### src/rtl/tile_addr_pkg.sv
package tile_addr_pkg;
  typedef enum logic [1:0] {
    ST_IDLE  = 2'd0,
    ST_CHECK = 2'd1,
    ST_RUN   = 2'd2
  } state_e;
endpackage

### src/rtl/tile_addr_cfg_check.sv
module tile_addr_cfg_check #(
  parameter int DIM_W   = 8,
  parameter int WRAP_W  = 4,
  parameter int NUM_LVL = 2,
  parameter int EXT_W   = 16
) (
  input  logic [DIM_W-1:0]          buf0_i,
  input  logic [DIM_W-1:0]          buf1_i,
  input  logic [DIM_W-1:0]          tile0_i,
  input  logic [DIM_W-1:0]          tile1_i,
  input  logic [DIM_W-1:0]          off0_i,
  input  logic [DIM_W-1:0]          off1_i,
  input  logic [NUM_LVL-1:0]        dim_i,
  input  logic [NUM_LVL*DIM_W-1:0]  stride_i,
  input  logic [NUM_LVL*WRAP_W-1:0] wrap_i,
  output logic                      err_o
);
  logic [EXT_W-1:0] end0, end1;
  logic             zero_bad;

  // end_d = one past the highest coordinate reachable along dimension d
  always_comb begin
    end0     = EXT_W'(off0_i) + EXT_W'(tile0_i);
    end1     = EXT_W'(off1_i) + EXT_W'(tile1_i);
    zero_bad = (tile0_i == '0) || (tile1_i == '0);
    for (int l = 0; l < NUM_LVL; l++) begin
      logic [EXT_W-1:0]  st;
      logic [WRAP_W-1:0] wr;
      st = EXT_W'(stride_i[l*DIM_W +: DIM_W]);
      wr = wrap_i[l*WRAP_W +: WRAP_W];
      if (wr == '0) zero_bad = 1'b1;
      else if (dim_i[l]) end1 = end1 + st * EXT_W'(wr - WRAP_W'(1));
      else               end0 = end0 + st * EXT_W'(wr - WRAP_W'(1));
    end
    err_o = zero_bad || (end0 > EXT_W'(buf0_i)) || (end1 > EXT_W'(buf1_i));
  end
endmodule

### src/rtl/tile_addr_intile.sv
module tile_addr_intile #(
  parameter int DIM_W = 8
) (
  input  logic             clk_i,
  input  logic             rst_ni,
  input  logic             clear_i,
  input  logic             adv_i,
  input  logic [DIM_W-1:0] tile0_i,
  input  logic [DIM_W-1:0] tile1_i,
  output logic [DIM_W-1:0] i0_o,
  output logic [DIM_W-1:0] i1_o,
  output logic             tile_end_o
);
  logic end0, end1;

  assign end0       = (i0_o == tile0_i - DIM_W'(1));
  assign end1       = (i1_o == tile1_i - DIM_W'(1));
  assign tile_end_o = end0 && end1;

  always_ff @(posedge clk_i or negedge rst_ni) begin
    if (!rst_ni) begin
      i0_o <= '0;
      i1_o <= '0;
    end else if (clear_i) begin
      i0_o <= '0;
      i1_o <= '0;
    end else if (adv_i) begin
      if (end0) begin
        i0_o <= '0;
        i1_o <= end1 ? '0 : i1_o + DIM_W'(1);
      end else begin
        i0_o <= i0_o + DIM_W'(1);
      end
    end
  end
endmodule

### src/rtl/tile_addr_walker.sv
module tile_addr_walker #(
  parameter int DIM_W   = 8,
  parameter int WRAP_W  = 4,
  parameter int NUM_LVL = 2,
  parameter int EXT_W   = 16
) (
  input  logic                      clk_i,
  input  logic                      rst_ni,
  input  logic                      clear_i,
  input  logic                      adv_i,
  input  logic [NUM_LVL-1:0]        dim_i,
  input  logic [NUM_LVL*DIM_W-1:0]  stride_i,
  input  logic [NUM_LVL*WRAP_W-1:0] wrap_i,
  output logic [EXT_W-1:0]          org0_o,
  output logic [EXT_W-1:0]          org1_o,
  output logic                      last_tile_o
);
  logic [NUM_LVL-1:0]       carry;
  logic [NUM_LVL-1:0]       at_end;
  logic [NUM_LVL*DIM_W-1:0] pos_flat;

  assign carry[0] = adv_i;

  for (genvar l = 0; l < NUM_LVL; l++) begin : g_lvl
    logic [WRAP_W-1:0] cnt_q;
    logic [DIM_W-1:0]  pos_q;
    logic [WRAP_W-1:0] wr;
    logic [DIM_W-1:0]  st;

    assign wr        = wrap_i[l*WRAP_W +: WRAP_W];
    assign st        = stride_i[l*DIM_W +: DIM_W];
    assign at_end[l] = (cnt_q == wr - WRAP_W'(1));
    assign pos_flat[l*DIM_W +: DIM_W] = pos_q;

    if (l < NUM_LVL - 1) begin : g_carry
      assign carry[l+1] = carry[l] && at_end[l];
    end

    always_ff @(posedge clk_i or negedge rst_ni) begin
      if (!rst_ni) begin
        cnt_q <= '0;
        pos_q <= '0;
      end else if (clear_i) begin
        cnt_q <= '0;
        pos_q <= '0;
      end else if (carry[l]) begin
        if (at_end[l]) begin
          cnt_q <= '0;
          pos_q <= '0;
        end else begin
          cnt_q <= cnt_q + WRAP_W'(1);
          pos_q <= pos_q + st;
        end
      end
    end
  end

  always_comb begin
    org0_o = '0;
    org1_o = '0;
    for (int l = 0; l < NUM_LVL; l++) begin
      if (dim_i[l]) org1_o = org1_o + EXT_W'(pos_flat[l*DIM_W +: DIM_W]);
      else          org0_o = org0_o + EXT_W'(pos_flat[l*DIM_W +: DIM_W]);
    end
  end

  assign last_tile_o = &at_end;
endmodule

### src/rtl/tile_addr_gen.sv
module tile_addr_gen #(
  parameter int DIM_W   = 8,
  parameter int WRAP_W  = 4,
  parameter int NUM_LVL = 2,
  localparam int ADDR_W = 2 * DIM_W,
  localparam int EXT_W  = DIM_W + WRAP_W + $clog2(NUM_LVL + 2) + 1
) (
  input  logic                      clk_i,
  input  logic                      rst_ni,
  input  logic                      start_i,
  input  logic [DIM_W-1:0]          buf_dim0_i,
  input  logic [DIM_W-1:0]          buf_dim1_i,
  input  logic [DIM_W-1:0]          tile_dim0_i,
  input  logic [DIM_W-1:0]          tile_dim1_i,
  input  logic [DIM_W-1:0]          offset0_i,
  input  logic [DIM_W-1:0]          offset1_i,
  input  logic [NUM_LVL-1:0]        trav_dim_i,
  input  logic [NUM_LVL*DIM_W-1:0]  trav_stride_i,
  input  logic [NUM_LVL*WRAP_W-1:0] trav_wrap_i,
  input  logic                      ready_i,
  output logic                      valid_o,
  output logic [ADDR_W-1:0]         addr_o,
  output logic                      tile_last_o,
  output logic                      last_o,
  output logic                      busy_o,
  output logic                      cfg_err_o
);
  import tile_addr_pkg::*;

  state_e state_q;
  logic [DIM_W-1:0]          buf0_q, buf1_q, tile0_q, tile1_q, off0_q, off1_q;
  logic [NUM_LVL-1:0]        dim_q;
  logic [NUM_LVL*DIM_W-1:0]  stride_q;
  logic [NUM_LVL*WRAP_W-1:0] wrap_q;
  logic                      err_q;

  logic             cfg_bad, fire, clear, tile_end, last_tile;
  logic [DIM_W-1:0] i0, i1;
  logic [EXT_W-1:0] org0, org1, x, y;

  tile_addr_cfg_check #(
    .DIM_W(DIM_W), .WRAP_W(WRAP_W), .NUM_LVL(NUM_LVL), .EXT_W(EXT_W)
  ) u_check (
    .buf0_i(buf0_q), .buf1_i(buf1_q), .tile0_i(tile0_q), .tile1_i(tile1_q),
    .off0_i(off0_q), .off1_i(off1_q), .dim_i(dim_q), .stride_i(stride_q),
    .wrap_i(wrap_q), .err_o(cfg_bad)
  );

  tile_addr_intile #(.DIM_W(DIM_W)) u_intile (
    .clk_i(clk_i), .rst_ni(rst_ni), .clear_i(clear), .adv_i(fire),
    .tile0_i(tile0_q), .tile1_i(tile1_q), .i0_o(i0), .i1_o(i1),
    .tile_end_o(tile_end)
  );

  tile_addr_walker #(
    .DIM_W(DIM_W), .WRAP_W(WRAP_W), .NUM_LVL(NUM_LVL), .EXT_W(EXT_W)
  ) u_walker (
    .clk_i(clk_i), .rst_ni(rst_ni), .clear_i(clear), .adv_i(fire && tile_end),
    .dim_i(dim_q), .stride_i(stride_q), .wrap_i(wrap_q),
    .org0_o(org0), .org1_o(org1), .last_tile_o(last_tile)
  );

  assign clear       = (state_q == ST_CHECK);
  assign valid_o     = (state_q == ST_RUN);
  assign busy_o      = (state_q != ST_IDLE);
  assign fire        = valid_o && ready_i;
  assign tile_last_o = valid_o && tile_end;
  assign last_o      = valid_o && tile_end && last_tile;
  assign cfg_err_o   = err_q;

  assign x      = EXT_W'(off0_q) + org0 + EXT_W'(i0);
  assign y      = EXT_W'(off1_q) + org1 + EXT_W'(i1);
  assign addr_o = ADDR_W'(x) + ADDR_W'(y) * ADDR_W'(buf0_q);

  always_ff @(posedge clk_i or negedge rst_ni) begin
    if (!rst_ni) begin
      state_q  <= ST_IDLE;
      err_q    <= 1'b0;
      buf0_q   <= '0;
      buf1_q   <= '0;
      tile0_q  <= '0;
      tile1_q  <= '0;
      off0_q   <= '0;
      off1_q   <= '0;
      dim_q    <= '0;
      stride_q <= '0;
      wrap_q   <= '0;
    end else begin
      unique case (state_q)
        ST_IDLE: if (start_i) begin
          state_q  <= ST_CHECK;
          err_q    <= 1'b0;
          buf0_q   <= buf_dim0_i;
          buf1_q   <= buf_dim1_i;
          tile0_q  <= tile_dim0_i;
          tile1_q  <= tile_dim1_i;
          off0_q   <= offset0_i;
          off1_q   <= offset1_i;
          dim_q    <= trav_dim_i;
          stride_q <= trav_stride_i;
          wrap_q   <= trav_wrap_i;
        end
        ST_CHECK: begin
          if (cfg_bad) begin
            err_q   <= 1'b1;
            state_q <= ST_IDLE;
          end else begin
            state_q <= ST_RUN;
          end
        end
        ST_RUN: if (fire && last_o) state_q <= ST_IDLE;
        default: state_q <= ST_IDLE;
      endcase
    end
  end
endmodule

### config.mk
export PLATFORM = sky130hd
export DESIGN_NAME = tile_addr_gen
export DESIGN_NICKNAME = d
export VERILOG_FILES = /design/src/rtl/tile_addr_pkg.sv /design/src/rtl/tile_addr_cfg_check.sv /design/src/rtl/tile_addr_intile.sv /design/src/rtl/tile_addr_walker.sv /design/src/rtl/tile_addr_gen.sv
export SDC_FILE = /design/constraint.sdc
export NUM_CORES = 1
export LEC_CHECK = 0
export BUFFER_PORTS_ARGS = -buffer_cell sky130_fd_sc_hd__buf_2
export CORE_AREA = 5 5 192 194
export DETAILED_ROUTE_END_ITERATION = 8
export DIE_AREA = 0 0 197 199
export PLACE_DENSITY = 0.71
export SYNTH_ARGS = -nofsm -noshare
export SYNTH_HDL_FRONTEND = slang
export SYNTH_SLANG_ARGS = --single-unit
### constraint.sdc
create_clock -name clk_i -period 9.89 [get_ports clk_i]
set_input_delay 1.978 -clock clk_i [delete_from_list [all_inputs] [get_ports clk_i]]
set_output_delay 1.978 -clock clk_i [all_outputs]
set_load 0.05 [all_outputs]
; After elaboration in Yosys (flattened, before gate mapping)
; Cells that the tools add are included.
[word_totals]
in_bits = 78
out_inout_bits = 21
word_cells = 122
regBits = 117
[op_classes]
muxes = 40
n_reduce_logical = 26
order_cmp = 2
multipliers = 3
n_eq_ne = 9
n_addsub = 25
[op_table]
columns = op, n
row1 = 15-bit 2-to-1 mux, 10
row2 = 8-bit 2-to-1 mux, 15
row3 = 15-bit adder, 4
row4 = 8-bit by 8-bit adder with 9-bit output, 4
row5 = 15-bit by 8-bit adder with 15-bit output, 2
row6 = 8-bit by 15-bit adder with 15-bit output, 2
row7 = 15-bit by 8-bit greater-than comparator with 1-bit output, 2
row8 = 8-bit by 15-bit multiplier with 15-bit output, 2
row9 = 4-bit 2-to-1 mux, 6
row10 = 15-bit by 16-bit adder with 16-bit output, 1
row11 = "8-bit by 1-bit adder with 8-bit output, second input constant", 2
row12 = 8-bit adder, 2
row13 = 8-bit equality test, 2
row14 = 8-bit logical NOT, 2
row15 = 15-bit by 8-bit multiplier with 16-bit output, 1
row16 = "8-bit by 1-bit subtractor with 8-bit output, second input constant", 2
row17 = 2-bit nonzero test, 6
row18 = "4-bit by 1-bit subtractor with 5-bit output, second input constant", 2
row19 = "4-bit by 1-bit adder with 4-bit output, second input constant", 2
row20 = 4-bit equality test, 2
row21 = 4-bit logical NOT, 2
row22 = 2-bit AND reduction, 4
row23 = "4-bit by 1-bit subtractor with 4-bit output, second input constant", 2
row24 = 1-bit logical AND, 7
row25 = 11 further kinds, 19

; Longest topological paths before layout
[depth]
ltp_word = 13
depth_mapped = 36
ltp_nobuf = 35

; Modules after synthesis
; From an unflattened synthesis, not the netlist that was laid out.
[hier_totals]
cells_unflattened = 2034
hier_area_um2 = 17900.9
[modules_own_cells]
columns = mod, seq_area_each_um2, cells_per_inst, area_each_um2, instances
row1 = tile_addr_gen, 1926.8, 694, 7282.0, 1
row2 = tile_addr_cfg_check, 0.0, 875, 6567.5, 1
row3 = tile_addr_walker, 600.6, 307, 2660.1, 1
row4 = tile_addr_intile, 400.4, 158, 1391.3, 1

; Least setup slack after synthesis
; OpenSTA, ideal clock, no wires.
[synth_timing]
path_kind = reg2out
start = register dim_q[0]
end = output port addr_o[13]
setup_slack_ns = -0.154
t_arrival_ns = 8.066
path_stages_with_launch = 31
required_time_ns = 7.912
path_buffers = 2
cell_sequence = dfrtp_1 -> clkbuf_1 -> clkbuf_1 -> and2_1 -> ha_1 -> fa_1 -> mux2i_1 -> fa_1 -> inv_1 -> ha_1 -> fa_1 -> a21o_1 -> a21oi_1 -> o21bai_1 -> a21oi_1 -> xnor2_1 -> nand2_1 -> fa_1 -> inv_1 -> fa_1 -> fa_1 -> fa_1 -> ha_1 -> a21boi_0 -> o21ai_0 -> a21boi_0 -> o21ai_0 -> a21boi_0 -> o21ai_0 -> nor2b_1 -> xnor2_1
[synth_via]
elab_chain_cells = 7
elab_cells_between_ends = 12
classes_between = add/sub: 7 / mul: 1 / mux: 4
[synth_lines]
columns = element, line
row1 = from (decl), tile_addr_gen.sv:32  ; logic [NUM_LVL-1:0] dim_q;
row2 = from (signal assigned), tile_addr_gen.sv:99  ; dim_q <= trav_dim_i;
row3 = 8-bit 2-to-1 mux, tile_addr_walker.sv:62  ; if (dim_i[l]) org1_o = org1_o + EXT_W'(pos_flat[l*DIM_W +: DIM_W]);
row4 = 8-bit by 8-bit adder with 9-bit output, tile_addr_walker.sv:62
row5 = 15-bit 2-to-1 mux, tile_addr_walker.sv:62
row6 = 8-bit by 15-bit adder with 15-bit output, tile_addr_gen.sv:72  ; assign y = EXT_W'(off1_q) + org1 + EXT_W'(i1);
row7 = 15-bit by 8-bit adder with 15-bit output, tile_addr_gen.sv:72
row8 = 15-bit by 8-bit multiplier with 16-bit output, tile_addr_gen.sv:73  ; assign addr_o = ADDR_W'(x) + ADDR_W'(y) * ADDR_W'(buf0_q);
row9 = 15-bit by 16-bit adder with 16-bit output *, tile_addr_gen.sv:73
row10 = to (decl), tile_addr_gen.sv:22  ; output logic [ADDR_W-1:0] addr_o,
; Mark *: on every way between the ends. The rest lies on a longest branch, timed or not.

; Final worst setup path
[layout_timing]
start = register dim_q[0]
end = output port addr_o[14]
; Same word-level chain as after synthesis.

==> metrics.md <==
| Metric | Value |
|---|---|
| Share of cells above drive strength 1 | 12.3% |
| Worst slew margin | 34.1% |
| DIE AREA | 39200 sq um |
| Hold path start | buf1_q[0] |
| WS Path Type | reg2out |
| Synth Cell Area | 17800 sq um |
| Worst path arrival time | 7.70 ns |
| Sum Neg Setup Slack | 0 ns |
| Hpwl dp | approximately 40000 um |
| Xor/xnor cell area share of the yosys netlist | between 7 and 8% |
| First-pass iteration count of the detailed router | 6 |
| Fmax achieved | 0.103 GHz |
| Synthesized area per cell | 8.56 sq um |
| Met1 usage | 34.9% |
| Vias in the first global route | 14800 |
| CTS Buf Count | 17 |
| CP max-delay cell | fa_1 |
| Crit path capture type | primary output |
| Root Buffer | clkbuf_16 |
| Latest clock arrival within the worst-skew pair | 0.44 ns |
| Post-Route Skew | 0.0144 ns |
| Post-route cell area | 19700 sq um |
| Synthesis-stage register bit count | ~120 |
| First-pass GRT wire length | ~77000 um |
| DRC violations left | 0 |
| Final Core Density | 56.3% |
| Commonest non-fill, non-tap cell in the layout | inv_1 |
| First-iteration detailed-routing DRC count | ~1000 |
| EDFF count, synth | 0 |
| Max cap viols | 0 |
| Site row count | 69 |
| Post-synthesis compound-gate area fraction | 15.6% |
| Hold path cells | 1 |
| Met3 GRT Util | between 3 and 4% |
| Worst Tran Pin Value | 0.963 ns |
| Simple-Gate Fraction of Synth Area | around 15% |
| Grt ovf | 0 |
| Initial Util | 50.8% |
| Core ar. | ~35000 sq um |
| Final Cycle Share | between 90 and 100% |
| Largest stage delay, worst path | approximately 0.53 ns |
| DRT antenna net count | 0 |
| Largest family of logic cells by synthesized area | adder cells |
| GPL Wtd Cong | 0.935 |
| Clk sinks | 117 |
| Flop2flop setup slack | 0.42 ns |
| Layout area overhead | 10.8% |
| Largest net degree at the start of global routing | 67 |
| Max-slew violation count | 0 |
| Post-synthesis sequential area ratio | approximately 16% |
| Htree depth | 4 |
| Synth cell types | 74 |
| Syn nets | 2536 |
| Mux cell area share after synthesis | under 10% |
| Startpoint Class | flip-flop |
| Cell Area, Placed | 18800 sq um |
| Chip Width | 197 um |
| Main synth FF type | dfrtp_1 |
| Status | complete, no violations |
| Nets@finish | 2625 |
| Fraction of registers with async set/reset | 100% |
| Hold_ws | 0.531 ns |
| Max clock buf depth | 2 |
| Hold crit path type | reg2reg |
| RR Startpoint | wrap_q[0] |
| Clk slew on worst S/H paths | ~0.06 ns |
| Final WL | 47900 um |
| Ports | 99 |
| Grt peak-use layer | met2 |
| Period minus WS final | 9.68 ns |
| IO buf count | 98 |
| TritonCTS clock tree | yes |
| Met2 Use GR | 39.6% |
| Hold Vio Cnt, Final | 0 |
| Via density | 5.64 |
| Warnings from Yosys | 0 |
| Tot GR Track Use | 24.7% |
| Via count | 14900 |
| Most frequent cells in the layout | 316 x inv_1, 221 x nand2_1, 202 x ha_1 |
| Die height | 199 um |
| FF-to-FF End | cfg_err_o |
| Mapped Cells | between 2000 and 2500 |
| CP max FO | 10 |
| Hold Path End | buf1_q[0] |
| R2R cell count | 30 |
| Final setup violating endpoints | 0 |
| CP Data Required Time | 7.91 ns |
| Routed len/inst | 18.1 um |
| Initial antenna violation count | 1 |
| Area share of fa/ha/maj cells after synthesis | 33.8% |
[final cells by class]
cell class | instances | area [sq um]
sequential | 117 | 2930
antenna | 1 | 2.50
tap | 461 | 577
multi-input combinational | 1594 | 13800
timing repair buffer | 121 | 681
clock buffer | 20 | 447
inverter | 317 | 1190
fill | 3164 | 15300
clock inverter | 12 | 153
[synth_stat cells, types with 10 or more instances]
library cell	n	share of area, %
o211ai_1	10	0.42
mux2i_1	16	0.90
or3_1	10	0.35
a21oi_1	116	3.3
o21a_1	17	0.72
nor2b_1	49	1.7
dfrtp_1	117	16
o21ai_0	130	3.7
nand2b_1	26	0.91
fa_1	169	19
and2_1	50	1.8
nand3_1	17	0.48
a211oi_1	19	0.80
a21o_1	34	1.4
xnor2_1	106	5.2
inv_1	317	6.7
nand2_1	221	4.7
o31ai_1	10	0.42
nand4_1	12	0.42
ha_1	210	15
mux2_2	38	2.4
clkbuf_1	39	0.82
nor3_1	25	0.70
nor2_1	106	2.2
xor2_1	48	2.4
a31oi_1	11	0.39
o21bai_1	32	1.3
[logic make-up (layout without fill, tap and decap cells)]
group                      Yosys count  after routing
buffers and inverters              368            470
AOI/OAI and AO/OA                  440            440
adders and majority gates          379            379
xor gates and xnor gates           154            154
and+or+nand+nor                    567            567
DFF                                117            117
other                                0              1
muxes                               54             54
[sequential cells by signal (all words and copies together), names as in the netlist]
| name | flops |
|---|---|
| tile1_q | 8 |
| off0_q | 8 |
| state_q | 2 |
| u_intile.i0_o | 8 |
| tile0_q | 8 |
| u_walker.g_lvl.pos_q | 16 |
| cfg_err_o | 1 |
| dim_q | 2 |
| buf1_q | 8 |
| off1_q | 8 |
| stride_q | 16 |
| buf0_q | 8 |
| u_walker.g_lvl.cnt_q | 8 |
| wrap_q | 8 |
| u_intile.i1_o | 8 |
[critical path: cells and delay by family, from the launching register on]
kind / cells / cell delay (ns)
simple gates: 3 / 0.46
compound gates: 11 / 1.68
flops: 1 / 0.37
xor+xnor: 3 / 0.54
mux: 1 / 0.10
fa+ha+maj: 8 / 3.50
buf+inv: 7 / 0.62
[metal layers]
metal,wire [um],up-vias
li1,-,7099
met1,21800,7266
met2,21800,462
met3,3070,74
met4,1190,0
met5,0,-
[how the worst max path moves through the flow]
stage,start,endpoint,slack (ns),depth (start not counted)
6_report,dim_q[0],addr_o[14],0.21,33
5_1_grt,dim_q[0],addr_o[14],-0.13,33
4_1_cts,u_walker.g_lvl[0].pos_q[0],addr_o[15],0.008,29
3_5_place_dp,u_walker.g_lvl[0].pos_q[0],addr_o[15],0.08,29
3_3_place_gp,u_walker.g_lvl[0].pos_q[0],addr_o[15],0.27,29
2_1_floorplan,dim_q[0],addr_o[14],0.07,34
[what timing repair did]
action	4_1_cts	5_1_grt
endpoints found under the setup margin	4	5
pin swaps	2	17
hold buffers	0	0
gates cloned	0	0
buffers inserted	0	5
gates resized for setup	14	59
[metrics by stage]
step	setup WS, ns	cells
floorplan	0.0732	2079
global placement	0.270	2605
detailed placement	0.0781	2605
CTS	0.00768	2637
global route	-0.134	2643
finish	0.208	2643
Power is left out: the tool's default activity adds up to more than one toggle a clock period on the data nets, which glitch-free logic cannot reach.
